**src/rtl/ptr_addr_pkg.sv**
```systemverilog
package ptr_addr_pkg;
  typedef enum logic [1:0] {ST_IDLE, ST_FIRST, ST_SECOND} seq_st_e;
  localparam logic [2:0] IDX_SP = 3'd6;
  localparam logic [2:0] IDX_PC = 3'd7;
  localparam int unsigned NUM_IDX = 8;
endpackage

```
**src/rtl/ptr_regs.sv**
```systemverilog
module ptr_regs #(
  parameter int unsigned W = 16
) (
  input  logic         clk_i,
  input  logic         rst_ni,
  input  logic         ld_i,
  input  logic [2:0]   ld_idx_i,
  input  logic [W-1:0] ld_val_i,
  input  logic         upd_i,
  input  logic [2:0]   upd_idx_i,
  input  logic [W-1:0] upd_val_i,
  input  logic [2:0]   a_idx_i,
  output logic [W-1:0] a_val_o,
  input  logic [2:0]   b_idx_i,
  output logic [W-1:0] b_val_o
);
  import ptr_addr_pkg::*;

  logic [W-1:0] regs [NUM_IDX];

  assign regs[0] = '0;

  for (genvar g = 1; g < NUM_IDX; g++) begin : g_reg
    always_ff @(posedge clk_i or negedge rst_ni) begin
      if (!rst_ni)                                   regs[g] <= '0;
      else if (upd_i && upd_idx_i == 3'(g))          regs[g] <= upd_val_i;
      else if (ld_i && ld_idx_i == 3'(g))            regs[g] <= ld_val_i;
    end
  end

  assign a_val_o = regs[a_idx_i];
  assign b_val_o = regs[b_idx_i];
endmodule

```
**src/rtl/ptr_seq.sv**
```systemverilog
module ptr_seq #(
  parameter int unsigned W = 16
) (
  input  logic         clk_i,
  input  logic         rst_ni,
  input  logic         req_i,
  input  logic [2:0]   sel_i,
  input  logic         wr_i,
  input  logic         imm_i,
  input  logic         pfx_i,
  input  logic [W-1:0] wdata_i,
  output logic [2:0]   idx_o,
  input  logic [W-1:0] cur_i,
  output logic         upd_o,
  output logic [W-1:0] upd_val_o,
  output logic         bus_req_o,
  output logic [W-1:0] bus_addr_o,
  output logic         bus_we_o,
  output logic         bus_byte_o,
  output logic [W-1:0] bus_wdata_o,
  input  logic         bus_ack_i,
  input  logic [W-1:0] bus_rdata_i,
  output logic         done_o,
  output logic [W-1:0] rdata_o,
  output logic         err_o
);
  import ptr_addr_pkg::*;
  localparam int unsigned BYTE_W = W / 2;

  seq_st_e           st_q;
  logic [2:0]        idx_q;
  logic              wr_q, dbl_q, armed_q, done_q, err_q;
  logic [W-1:0]      wdat_q, res_q;
  logic [BYTE_W-1:0] lo_q;
  logic              sel_ok, wr_eff, pop, acc;

  assign sel_ok = imm_i || (sel_i != 3'd0 && sel_i != IDX_PC);
  assign wr_eff = wr_i && !imm_i;
  assign pop    = (idx_q == IDX_SP) && !wr_q;
  assign acc    = (st_q != ST_IDLE) && bus_ack_i;

  always_ff @(posedge clk_i or negedge rst_ni) begin
    if (!rst_ni) begin
      st_q    <= ST_IDLE;
      idx_q   <= '0;
      wr_q    <= 1'b0;
      dbl_q   <= 1'b0;
      armed_q <= 1'b0;
      done_q  <= 1'b0;
      err_q   <= 1'b0;
      wdat_q  <= '0;
      res_q   <= '0;
      lo_q    <= '0;
    end else begin
      done_q <= 1'b0;
      err_q  <= 1'b0;
      if (pfx_i)                         armed_q <= 1'b1;
      else if (st_q == ST_IDLE && req_i) armed_q <= 1'b0;
      unique case (st_q)
        ST_IDLE: if (req_i) begin
          if (!sel_ok) err_q <= 1'b1;
          else begin
            idx_q  <= imm_i ? IDX_PC : sel_i;
            wr_q   <= wr_eff;
            dbl_q  <= armed_q && !wr_eff;  // prefix only splits reads
            wdat_q <= wdata_i;
            st_q   <= ST_FIRST;
          end
        end
        ST_FIRST: if (bus_ack_i) begin
          if (dbl_q) begin
            lo_q <= bus_rdata_i[BYTE_W-1:0];
            st_q <= ST_SECOND;
          end else begin
            if (!wr_q) res_q <= bus_rdata_i;
            done_q <= 1'b1;
            st_q   <= ST_IDLE;
          end
        end
        ST_SECOND: if (bus_ack_i) begin
          res_q  <= {bus_rdata_i[BYTE_W-1:0], lo_q};
          done_q <= 1'b1;
          st_q   <= ST_IDLE;
        end
        default: st_q <= ST_IDLE;
      endcase
    end
  end

  assign idx_o       = idx_q;
  assign bus_req_o   = (st_q != ST_IDLE);
  assign bus_addr_o  = pop ? cur_i - W'(1) : cur_i;
  assign bus_we_o    = bus_req_o && wr_q;
  assign bus_byte_o  = bus_req_o && dbl_q;
  assign bus_wdata_o = wdat_q;
  assign upd_o       = acc && (idx_q >= 3'd4);
  assign upd_val_o   = pop ? cur_i - W'(1) : cur_i + W'(1);
  assign done_o      = done_q;
  assign err_o       = err_q;
  assign rdata_o     = res_q;


  fixed_ptr_same_addr_chk: assert property (@(posedge clk_i) disable iff (!rst_ni)
    (st_q == ST_FIRST && bus_ack_i && dbl_q && idx_q <= 3'd3) |=> bus_addr_o == $past(bus_addr_o));

  inc_ptr_next_addr_chk: assert property (@(posedge clk_i) disable iff (!rst_ni)
    (st_q == ST_FIRST && bus_ack_i && dbl_q && (idx_q == 3'd4 || idx_q == 3'd5))
    |=> bus_addr_o == $past(bus_addr_o) + W'(1));

  pop_settles_chk: assert property (@(posedge clk_i) disable iff (!rst_ni)
    (acc && idx_q == IDX_SP && !wr_q) |=> cur_i == $past(bus_addr_o));

  reject_no_access_chk: assert property (@(posedge clk_i) disable iff (!rst_ni)
    err_o |-> !bus_req_o);

  byte_lane_read_only_chk: assert property (@(posedge clk_i) disable iff (!rst_ni)
    bus_byte_o |-> !bus_we_o);

  done_idle_chk: assert property (@(posedge clk_i) disable iff (!rst_ni)
    done_o |-> !bus_req_o);
endmodule

```
**src/rtl/ptr_addr_unit.sv**
```systemverilog
module ptr_addr_unit #(
  parameter int unsigned W = 16
) (
  input  logic         clk_i,
  input  logic         rst_ni,
  input  logic         req_i,
  input  logic [2:0]   sel_i,
  input  logic         wr_i,
  input  logic         imm_i,
  input  logic         pfx_i,
  input  logic [W-1:0] wdata_i,
  input  logic         ld_i,
  input  logic [2:0]   ld_idx_i,
  input  logic [W-1:0] ld_val_i,
  input  logic [2:0]   view_idx_i,
  output logic [W-1:0] view_val_o,
  output logic         bus_req_o,
  output logic [W-1:0] bus_addr_o,
  output logic         bus_we_o,
  output logic         bus_byte_o,
  output logic [W-1:0] bus_wdata_o,
  input  logic         bus_ack_i,
  input  logic [W-1:0] bus_rdata_i,
  output logic         done_o,
  output logic [W-1:0] rdata_o,
  output logic         err_o
);
  logic [2:0]   idx;
  logic [W-1:0] cur, upd_val;
  logic         upd;

  ptr_regs #(.W(W)) u_regs (
    .clk_i, .rst_ni,
    .ld_i, .ld_idx_i, .ld_val_i,
    .upd_i(upd), .upd_idx_i(idx), .upd_val_i(upd_val),
    .a_idx_i(idx), .a_val_o(cur),
    .b_idx_i(view_idx_i), .b_val_o(view_val_o)
  );

  ptr_seq #(.W(W)) u_seq (
    .clk_i, .rst_ni,
    .req_i, .sel_i, .wr_i, .imm_i, .pfx_i, .wdata_i,
    .idx_o(idx), .cur_i(cur), .upd_o(upd), .upd_val_o(upd_val),
    .bus_req_o, .bus_addr_o, .bus_we_o, .bus_byte_o, .bus_wdata_o,
    .bus_ack_i, .bus_rdata_i,
    .done_o, .rdata_o, .err_o
  );
endmodule

```
**config.mk**
```make
export PLATFORM = sky130hd
export DESIGN_NAME = ptr_addr_unit
export DESIGN_NICKNAME = d
export VERILOG_FILES = /design/src/rtl/ptr_addr_pkg.sv /design/src/rtl/ptr_regs.sv /design/src/rtl/ptr_seq.sv /design/src/rtl/ptr_addr_unit.sv
export SDC_FILE = /design/constraint.sdc
export NUM_CORES = 1
export LEC_CHECK = 0
export BUFFER_PORTS_ARGS = -buffer_cell sky130_fd_sc_hd__buf_2
export CORE_ASPECT_RATIO = 1.4
export CORE_MARGIN = 1.5
export CORE_UTILIZATION = 35
export DETAILED_ROUTE_END_ITERATION = 10
export PLACE_DENSITY = 0.53
export SYNTH_ARGS = -nofsm -noshare
export SYNTH_HDL_FRONTEND = slang
export SYNTH_SLANG_ARGS = --single-unit
```
**constraint.sdc**
```tcl
create_clock -name clk_i -period 3.25 [get_ports clk_i]
set_input_delay 0.1625 -clock clk_i [delete_from_list [all_inputs] [get_ports clk_i]]
set_output_delay 0.1625 -clock clk_i [all_outputs]
set_load 0.1 [all_outputs]
```
==> impl_metrics.tcl, run 1 <==
set metrics [dict create \
    antenna-diode-count 0 \
    synth-seq-cells 162 \
    yosysUniqueCellTypes 51 \
    setup-violations-final 11 \
    yosysTopAreaCell "dfrtp_1" \
    initial_utilization_pct 35.5 \
    worst-path-buf-inv 4 \
    ant_nets 0 \
    grt_max_degree 69 \
    cp_slowest_cell "or4b_4" \
    dieArea_mm2 0.0282 \
    wl_met3_mm 1.08 \
    num_io_pins 134 \
    gp_congestion 0.831 \
    wl_per_cell_um 20.8 \
    viasPerCell 5.33 \
    max_freq_mhz 281 \
    top_layer "met4" \
    cp.required_ns 3.09 \
    synth_edf_count 0 \
    grt_setup_unrepaired "true" \
    path_cells "buf_6, mux2_4, a221o_1, a222oi_1, buf_4, nand4_1, buf_4, or4b_4, xnor2_4, buf_12" \
    cts_max_path_buffers 2 \
    core-area_mm2 0.0268 \
    cts_made_buffers 17 \
    filler_cell_count 2561 \
    met2_length_mm 16.0 \
    die_h_um 198 \
    post-route-period-util_pct 110 \
    ys_top_cells_by_count "dfrtp_1, mux2_2, mux2i_1" \
    grt_use_total_pct 22.3 \
    dp.cells 1384 \
    root_buffer "clkbuf_16" \
    outcome "complete, but fails checks" \
    synth_top_area_share_pct 42.6 \
    drv_cap 0 \
    maxSlewHeadroom_pct 21.6 \
    vias 7794 \
    worstSetupPathType "reg -> out" \
    fin_crit_ns 3.56 \
    drt-pass1-iter-count 5 \
    worst_path_most_repeated_cell "buf_4" \
    yosysWarningCount 0 \
    worst_pin_slew_ns 1.18 \
    synthesis.instances 889 \
    drive_above_1_share_pct 41.2 \
    antenna_found_initial 0 \
    area_delta_synth_final_pct 33.1 \
    cts.sinks 162 \
    finalNonFillerCells 1462 \
    insertion_delay_ns 0.44 \
    overflow 0 \
    critPathTopFamily "buffers and inverters" \
    synthArstFlopShare_pct 100 \
    cp.arrival_ns 3.40 \
    critical_path.max_stage_delay_ns 0.56 \
    hpwl_mm 21.1 \
    synth_area_leaders "dfrtp_1, mux2_2, mux2i_1, mux4_2, a21oi_1" \
    synth_most_common_cell "dfrtp_1" \
    clk_pin_slew_ns 0.07 \
    cts_tree "done" \
    drc 0 \
    h-tree-depth 4 \
    syn_area_per_cell_um2 10.7 \
    grt_pass1_vias 8028 \
    drt_iter0_markers 388 \
    drv_slew 0 \
    routed_wl_mm 30.3 \
    fp-row-count 71 \
    finalHoldViolations 0 \
    port_buffers 133 \
    setup_tns_ns -1.67 \
    synth-main-ff-cell "dfrtp_1" \
    hold_class "in -> reg" \
    violations "negative setup slack" \
    clock_skew_ns 0.0122 \
    wirelength_met1_mm 11.9 \
    fp.dieW_um 142 \
    nets 1156 \
    netlist_area_mm2 0.00952 \
    cp_max_fo 5 \
    grt_first_pass_wirelength_mm 46.9 \
    critPathCaptureType "output port" \
    start_kind "register" \
    fin_ws_ns -0.313 \
    synth-seq-area-share_pct 42.6 \
    synth.net_count 961 \
]
==> worst register-to-register path, stage by stage, from the launching register on <==
cell      delay (ns)
dfrtp_2         0.46
buf_6           0.15
mux2_4          0.30
a221o_1         0.31
a222oi_1        0.37
buf_4           0.18
nand4_1         0.07
buf_4           0.18
buf_4           0.15
nor3_4          0.19
buf_4           0.14
a41oi_1         0.05
xnor2_2         0.33
buf_4           0.20
a21oi_1         0.06
==> per-layer routing <==
layer | vias to the layer above | global-route usage [%]
li1 | 3630 | -
met1 | 3884 | 25.7
met2 | 224 | 40.1
met3 | 56 | 3.43
met4 | 0 | 10.7
met5 | - | 0
==> through the flow <==
| stage | hold WS, ns | setup WS (ns) | cell area [um^2] | utilization (%) |
|---|---|---|---|---|
| floorplan | -0.133 | -0.541 | 9680 | - |
| global placement | 0.217 | -0.220 | 11300 | 42.2 |
| detailed placement | 0.228 | -0.171 | 11300 | 42.2 |
| CTS | 0.0000811 | -0.415 | 12400 | 46.2 |
| global route | 0.0262 | -0.418 | 12700 | 47.2 |
| finish | 0.0186 | -0.313 | 12700 | 47.2 |
==> layout make-up <==
| type | count | area [um^2] | area share [%] |
|---|---|---|---|
| Sequential cell | 162 | 4060 | 32.0 |
| Inverter | 28 | 105 | 0.830 |
| Timing Repair Buffer | 248 | 1930 | 15.2 |
| Clock inverter | 15 | 171 | 1.35 |
| Clock buffer | 17 | 425 | 3.36 |
| Multi-Input combinational cell | 627 | 5520 | 43.6 |
| Tap cell | 365 | 457 | 3.61 |
==> timing repair <==
action / 4_1_cts / 5_1_grt
endpoints found under the hold margin: 91 / 0
hold buffers: 29 / 0
gates resized for setup: 25 / 34
endpoints found under the setup margin: 16 / 30
gates cloned: 0 / 0
setup buffers: 8 / 12
pin swaps: 7 / 18
==> sequential cells by signal, summed over array words and instances (netlist names) <==
| name | count |
|---|---|
| u_seq.wr_q | 1 |
| u_seq.rdata_o | 16 |
| u_seq.lo_q | 8 |
| u_regs.regs | 112 |
| u_seq.st_q | 2 |
| u_seq.err_o | 1 |
| u_seq.done_o | 1 |
| u_seq.dbl_q | 1 |
| u_seq.idx_o | 3 |
| u_seq.bus_wdata_o | 16 |
| u_seq.armed_q | 1 |
==> logic make-up (layout without fill, tap and decap cells) <==
| family | count (synthesis) | in the layout | share of synthesized area, % |
|---|---|---|---|
| flops | 162 | 162 | 42.6 |
| mux | 220 | 220 | 27.4 |
| fa+ha+maj | 7 | 7 | 0.920 |
| xor+xnor | 31 | 31 | 2.85 |
| compound gates | 193 | 193 | 12.9 |
| buf+inv | 100 | 308 | 4.36 |
| simple gates | 176 | 176 | 8.93 |
==> path summary, 6_finish.rpt <==
path,startpoint,endpoint,slack (ns),cells past startpoint
setup / recovery,u_seq.idx_o[1],bus_addr_o[14],-0.31,10
hold / removal,bus_rdata_i[15],u_seq.rdata_o[15],0.02,3
setup reg to reg,u_seq.idx_o[1],u_regs.regs[47],0,14
hold reg to reg,u_seq.rdata_o[5],u_seq.rdata_o[5],0.48,2
max in group asynchronous,rst_ni,u_seq.bus_wdata_o[15],2.03,3
min in group asynchronous,rst_ni,u_regs.regs[53],0.30,2
==> layout by cell type, fill, tap and decap left out, drive strengths merged, types with 13 or more instances in the layout <==
cell type	count
mux2	132
a221oi	23
a22oi	15
nand3	13
nor2b	16
mux4	19
a21oi	55
nor2	37
clkbuf	17
xnor2	20
o21ai	60
dlygate4sd3	29
dfrtp	162
nand2	63
inv	35
buf	219
mux2i	69
Power of run 1 is not shown: default switching activity piles up to over one toggle a cycle in this logic, so the estimate is an artifact.
==> inputs of run 2 (changes only) <==
clock period = 3.16 ns   (was 3.25 ns; I/O delays follow)
==> impl_metrics.tcl, run 2 (same netlist as run 1, synthesis figures left out) <==
set metrics [dict create \
    fin_ws_ns -0.305 \
    cts_max_path_buffers 2 \
    gp_congestion 0.884 \
    cp-endpoint "bus_addr_o[11]" \
    violations "negative setup slack" \
    reg2reg_setup_slack_ns 0.07 \
    worst-path-buf-inv 4 \
    overflow 0 \
    viasPerCell 5.41 \
    cp.arrival_ns 3.31 \
    worstSetupPathType "reg -> out" \
    mostFrequentLayoutCells "dfrtp_1, mux2_2, buf_2" \
    critical_path.max_stage_delay_ns 0.45 \
    grt_setup_unrepaired "true" \
    port_buffers 133 \
    dp.cells 1394 \
    insertion_delay_ns 0.44 \
    reg2regPathDepth 12 \
    wl_per_cell_um 21.2 \
    clk_pin_slew_ns 0.08 \
    grt_first_pass_wirelength_mm 48.2 \
    cp_slowest_cell "dfrtp_2" \
    cts.sinks 162 \
    path_cells "buf_12, mux2_4, a221o_1, a222oi_1, buf_4, buf_4, and3_2, nand4_1, xor2_1, a21o_1, buf_12" \
    grt_pass1_vias 8323 \
    setup-violations-final 10 \
    regMostFlops "u_regs.regs" \
    num_io_pins 134 \
    drive_above_1_share_pct 41.7 \
    outcome "complete, but fails checks" \
    hold_class "in -> reg" \
    drv_slew 0 \
    max_freq_mhz 289 \
    core-area_mm2 0.0268 \
    dieArea_mm2 0.0282 \
    area_delta_synth_final_pct 34.7 \
    post-route-period-util_pct 110 \
    grt_use_total_pct 22.9 \
    ant_nets 0 \
    crit_path_start "u_seq.idx_o[1]" \
    antenna_found_initial 0 \
    finalNonFillerCells 1476 \
    fin_crit_ns 3.47 \
    fp.dieW_um 142 \
    clock_skew_ns 0.0122 \
    final-seq-area_mm2 0.00406 \
    largest_reg_flops 112 \
    die_h_um 198 \
    final_common_cell "dfrtp_1" \
    hpwl_mm 21.7 \
    vias 7992 \
    filler_cell_count 2529 \
    cp.required_ns 3.00 \
    routed_wl_mm 31.2 \
    antenna-diode-count 0 \
    multi_input_area_mm2 0.00555 \
    fp-row-count 71 \
    r2r_start "u_seq.idx_o[1]" \
    critPathCaptureType "output port" \
    root_buffer "clkbuf_16" \
    initial_utilization_pct 35.5 \
    grt_max_degree 78 \
    finalHoldViolations 0 \
    drt_iter0_markers 511 \
    r2r-end "u_regs.regs[55]" \
    critPathTopFamily "compound AO/OA/AOI/OAI gates" \
    h-tree-depth 4 \
    cp_max_fo 7 \
    maxSlewHeadroom_pct 48.1 \
    cts_made_buffers 17 \
    drv_cap 0 \
    nets 1170 \
    drt-pass1-iter-count 5 \
    start_kind "register" \
    drc 0 \
    cts_tree "done" \
    worst_pin_slew_ns 0.778 \
    worst-path-stages 11 \
]
run 2: cell count changes in the layout (fill, tap and decap cells not counted), moves of 3 or more:
cell     previous run  this run
buf_4              73        80
mux2_4              3         6
buf_12             19        25
xnor2_2             6         3
run 2: stage by stage:
step / worst slack [ns] / util [%] / instance area [um^2] / setup TNS [ns] / hold WS (ns)
5_1_grt: -0.424 / 47.8 / 12800 / -3.56 / 0.0259
2_1_floorplan: -0.626 / - / 9710 / -2.06 / -0.138
3_3_place_gp: 0.0566 / 42.9 / 11500 / 0 / 0.263
4_1_cts: -0.333 / 47.4 / 12700 / -2.08 / 0.000434
6_report: -0.305 / 47.8 / 12800 / -1.87 / 0.0121
3_5_place_dp: 0.0295 / 42.9 / 11500 / 0 / 0.254
run 2: metal layers:
| layer | global-route usage [%] | vias to the layer above | part of all wire (%) |
|---|---|---|---|
| li1 | - | 3658 | - |
| met1 | 25.8 | 3939 | 38 |
| met2 | 40.5 | 310 | 51 |
| met3 | 4.50 | 85 | 5.0 |
| met4 | 12.3 | 0 | 5.2 |
| met5 | 0 | - | 0 |
run 2: what timing repair did:
| action | in CTS | in global routing |
|---|---|---|
| pin swaps | 15 | 9 |
| buffers inserted | 16 | 7 |
| hold buffers | 30 | 1 |
| resized for setup | 43 | 14 |
| endpoints found under the hold margin | 102 | 1 |
| setup endpoints to repair | 13 | 44 |
run 2: worst min path at each step:
| stage | slack (ns) | to | from | cells after the start |
|---|---|---|---|---|
| floorplan | -0.14 | u_regs.regs[0] | rst_ni | 0 |
| global placement | 0.26 | u_regs.regs[83] | rst_ni | 1 |
| detailed placement | 0.25 | u_regs.regs[99] | rst_ni | 1 |
| CTS | 0.0004 | u_seq.rdata_o[12] | bus_rdata_i[12] | 3 |
| global route | 0.03 | u_seq.rdata_o[13] | bus_rdata_i[13] | 3 |
| finish | 0.01 | u_seq.rdata_o[12] | bus_rdata_i[12] | 3 |
run 2: final cells by class:
cell class	count	area share [%]
Clock buffer	18	3.35
Clock inverter	14	0.937
Inverter	28	0.820
Multi-Input combinational cell	627	43.3
Sequential cell	162	31.6
Tap cell	365	3.56
Timing Repair Buffer	262	16.4
run 2: worst register-to-register path: cells and delay by family (launching register included):
family	cells	cell delay [ns]
buf+inv	4	0.61
simple gates	3	0.94
flops	1	0.45
xor+xnor	1	0.16
compound gates	3	0.52
mux	1	0.29
Power of run 2 is left out for the same reason.
==> inputs of run 3 (changes only) <==
ABC_AREA = 1   (was default)
BUFFER_PORTS_ARGS = default   (was -buffer_cell sky130_fd_sc_hd__buf_2)
DONT_BUFFER_PORTS = 1   (was default)
PLACE_DENSITY = 0.49   (was 0.53)
==> impl_metrics.tcl, run 3 <==
set metrics [dict create \
    h-tree-depth 4 \
    synthArstFlopShare_pct 100 \
    wl_met3_mm 2.27 \
    initial_utilization_pct 35.7 \
    largest_reg_flops 112 \
    cp_max_fo 7 \
    synth_top_area_share_pct 39.0 \
    top_layer "met4" \
    cp.arrival_ns 2.81 \
    yosysTopAreaCell "dfrtp_1" \
    critical_path.max_stage_delay_ns 0.48 \
    ctsHoldBuffers 55 \
    worst_pin_slew_ns 1.02 \
    netlist_area_mm2 0.0104 \
    fp.dieW_um 149 \
    cts_made_buffers 17 \
    wl_per_cell_um 18.9 \
    area_delta_synth_final_pct 21.5 \
    post-route-period-util_pct 93.9 \
    num_io_pins 134 \
    placed_area_mm2 0.0114 \
    worstSetupPathType "reg -> out" \
    postLayoutCellArea_mm2 0.0126 \
    critPathCaptureType "output port" \
    fin_hold_ws_ns -0.594 \
    antenna_found_initial 0 \
    port_buffers 0 \
    cts.sinks 162 \
    routed_wl_mm 37.9 \
    ys_top_cells_by_count "nand2_1, o21ai_0, dfrtp_1" \
    clk_pin_slew_ns 0.06 \
    grt_pass1_vias 10300 \
    cp_slowest_cell "dfrtp_2" \
    drv_slew 0 \
    synthesis.instances 1552 \
    ant_nets 0 \
    start_kind "register" \
    met2_length_mm 17.8 \
    maxSlewHeadroom_pct 31.9 \
    synth_edf_count 0 \
    insertion_delay_ns 0.44 \
    finalHoldViolations 162 \
    worst_path_most_repeated_cell "nand2_2" \
    synth_area_leaders "dfrtp_1, nand2_1, o21ai_0, nor2_1, nand3_1" \
    synth.net_count 1624 \
    synth-seq-cells 162 \
    antenna-diode-count 0 \
    fin_crit_ns 2.97 \
    drive_above_1_share_pct 13.0 \
    path_cells "nand2_2, inv_2, buf_4, nand2_1, nand4_1, nand2_2, nand2_2, nor2_1, nand2_1, o21ai_1, nand3_2, o21ai_2, buf_12" \
    cp.required_ns 3.00 \
    synth-seq-area-share_pct 39.0 \
    drt-pass1-iter-count 6 \
    synth-main-ff-cell "dfrtp_1" \
    drc 0 \
    drt_iter0_markers 822 \
    synth_most_common_cell "nand2_1" \
    yosysWarningCount 0 \
    grt_setup_unrepaired "false" \
    hold_class "in -> async" \
    vias 10700 \
    drv_cap 0 \
    setup-violations-final 0 \
    grt_max_degree 163 \
    nets 1686 \
    fp-row-count 74 \
    syn_area_per_cell_um2 6.70 \
    core-area_mm2 0.0292 \
    mostFrequentLayoutCells "nand2_1, o21ai_0, dfrtp_1" \
    hpwl_mm 27.2 \
    regMostFlops "u_regs.regs" \
    wirelength_met1_mm 16.8 \
    cts_max_path_buffers 2 \
    violations "negative hold slack" \
    grt_use_total_pct 25.4 \
    yosysUniqueCellTypes 40 \
    root_buffer "clkbuf_16" \
    dieArea_mm2 0.0308 \
    cts_tree "done" \
    die_h_um 207 \
    clock_skew_ns 0.00569 \
    overflow 0 \
    reg2reg_setup_slack_ns 0.50 \
    final_common_cell "nand2_1" \
    outcome "complete, but fails checks" \
    gp_congestion 0.882 \
    grt_first_pass_wirelength_mm 59.2 \
    max_freq_mhz 337 \
    viasPerCell 5.31 \
]
==> run 3: changes by cell type after synthesis, sizes merged, moves of 16 or more <==
| cell | delta |
|---|---|
| a221oi | -23 |
| inv | +59 |
| mux2 | -132 |
| mux2i | -69 |
| mux4 | -19 |
| nand2 | +515 |
| nand3 | +111 |
| nor2 | +133 |
| nor2b | -16 |
| o21ai | +164 |
| xnor2 | -20 |
==> run 3: cells by family after synthesis <==
| logic type | Yosys count | synth area share [%] |
|---|---|---|
| adders and majority gates | 7 | 0.842 |
| DFF | 162 | 39.0 |
| xor gates and xnor gates | 1 | 0.0842 |
| buffers and inverters | 175 | 7.23 |
| AOI/OAI and AO/OA | 314 | 16.4 |
| and+or+nand+nor | 893 | 36.5 |
==> run 3: timing repair <==
item                                    in CTS  in global routing
gates resized for setup                      1                 17
gates cloned                                 0                  0
setup buffers                                3                  4
endpoints found under the hold margin      226                162
pin swaps                                    0                  3
endpoints found under the setup margin       3                 10
==> run 3: final timing paths <==
| path | startpoint | endpoint | cells after the start |
|---|---|---|---|
| worst max-delay path | u_seq.idx_o[0] | bus_addr_o[9] | 13 |
| worst min-delay path | rst_ni | u_seq.rdata_o[11] | 0 |
| worst max register to register | u_seq.st_q[0] | u_regs.regs[36] | 8 |
| worst min register to register | u_seq.lo_q[3] | u_seq.lo_q[3] | 2 |
| max in group asynchronous | rst_ni | u_regs.regs[43] | 0 |
| min in group clk_i | ld_val_i[8] | u_regs.regs[88] | 2 |
==> run 3: layout make-up <==
cell class	count	area, um^2
multi-input combinational	1215	5840
timing repair buffer	129	1310
clock inverter	11	151
sequential	162	4060
clock buffer	21	460
fill	3040	16500
tap	380	475
inverter	89	343
==> run 3: layer usage <==
layer / GRT usage [%] / up-vias
li1: - / 5212
met1: 33.6 / 4992
met2: 42.0 / 385
met3: 3.96 / 62
met4: 9.69 / 0
met5: 0 / -
==> run 3: worst max-delay path, delay by kind of cell, from the launching register on <==
kind | cells | cell delay, ns
compound gates | 2 | 0.28
buf+inv | 3 | 0.45
flops | 1 | 0.48
simple gates | 8 | 1.14
==> run 3: through the flow <==
stage	hold slack, ns	setup slack, ns	utilization, %	instances	TNS (ns)
6_report	-0.594	0.194	43.3	2007	0
5_1_grt	-0.617	0.00402	43.3	2007	0
4_1_cts	-0.621	0.0172	43.0	2003	0
3_5_place_dp	-0.134	0.427	38.9	1913	0
3_3_place_gp	-0.134	0.452	38.9	1913	0
2_1_floorplan	-0.138	-0.306	-	1552	-3.58
Power of run 3 is left out for the same reason.
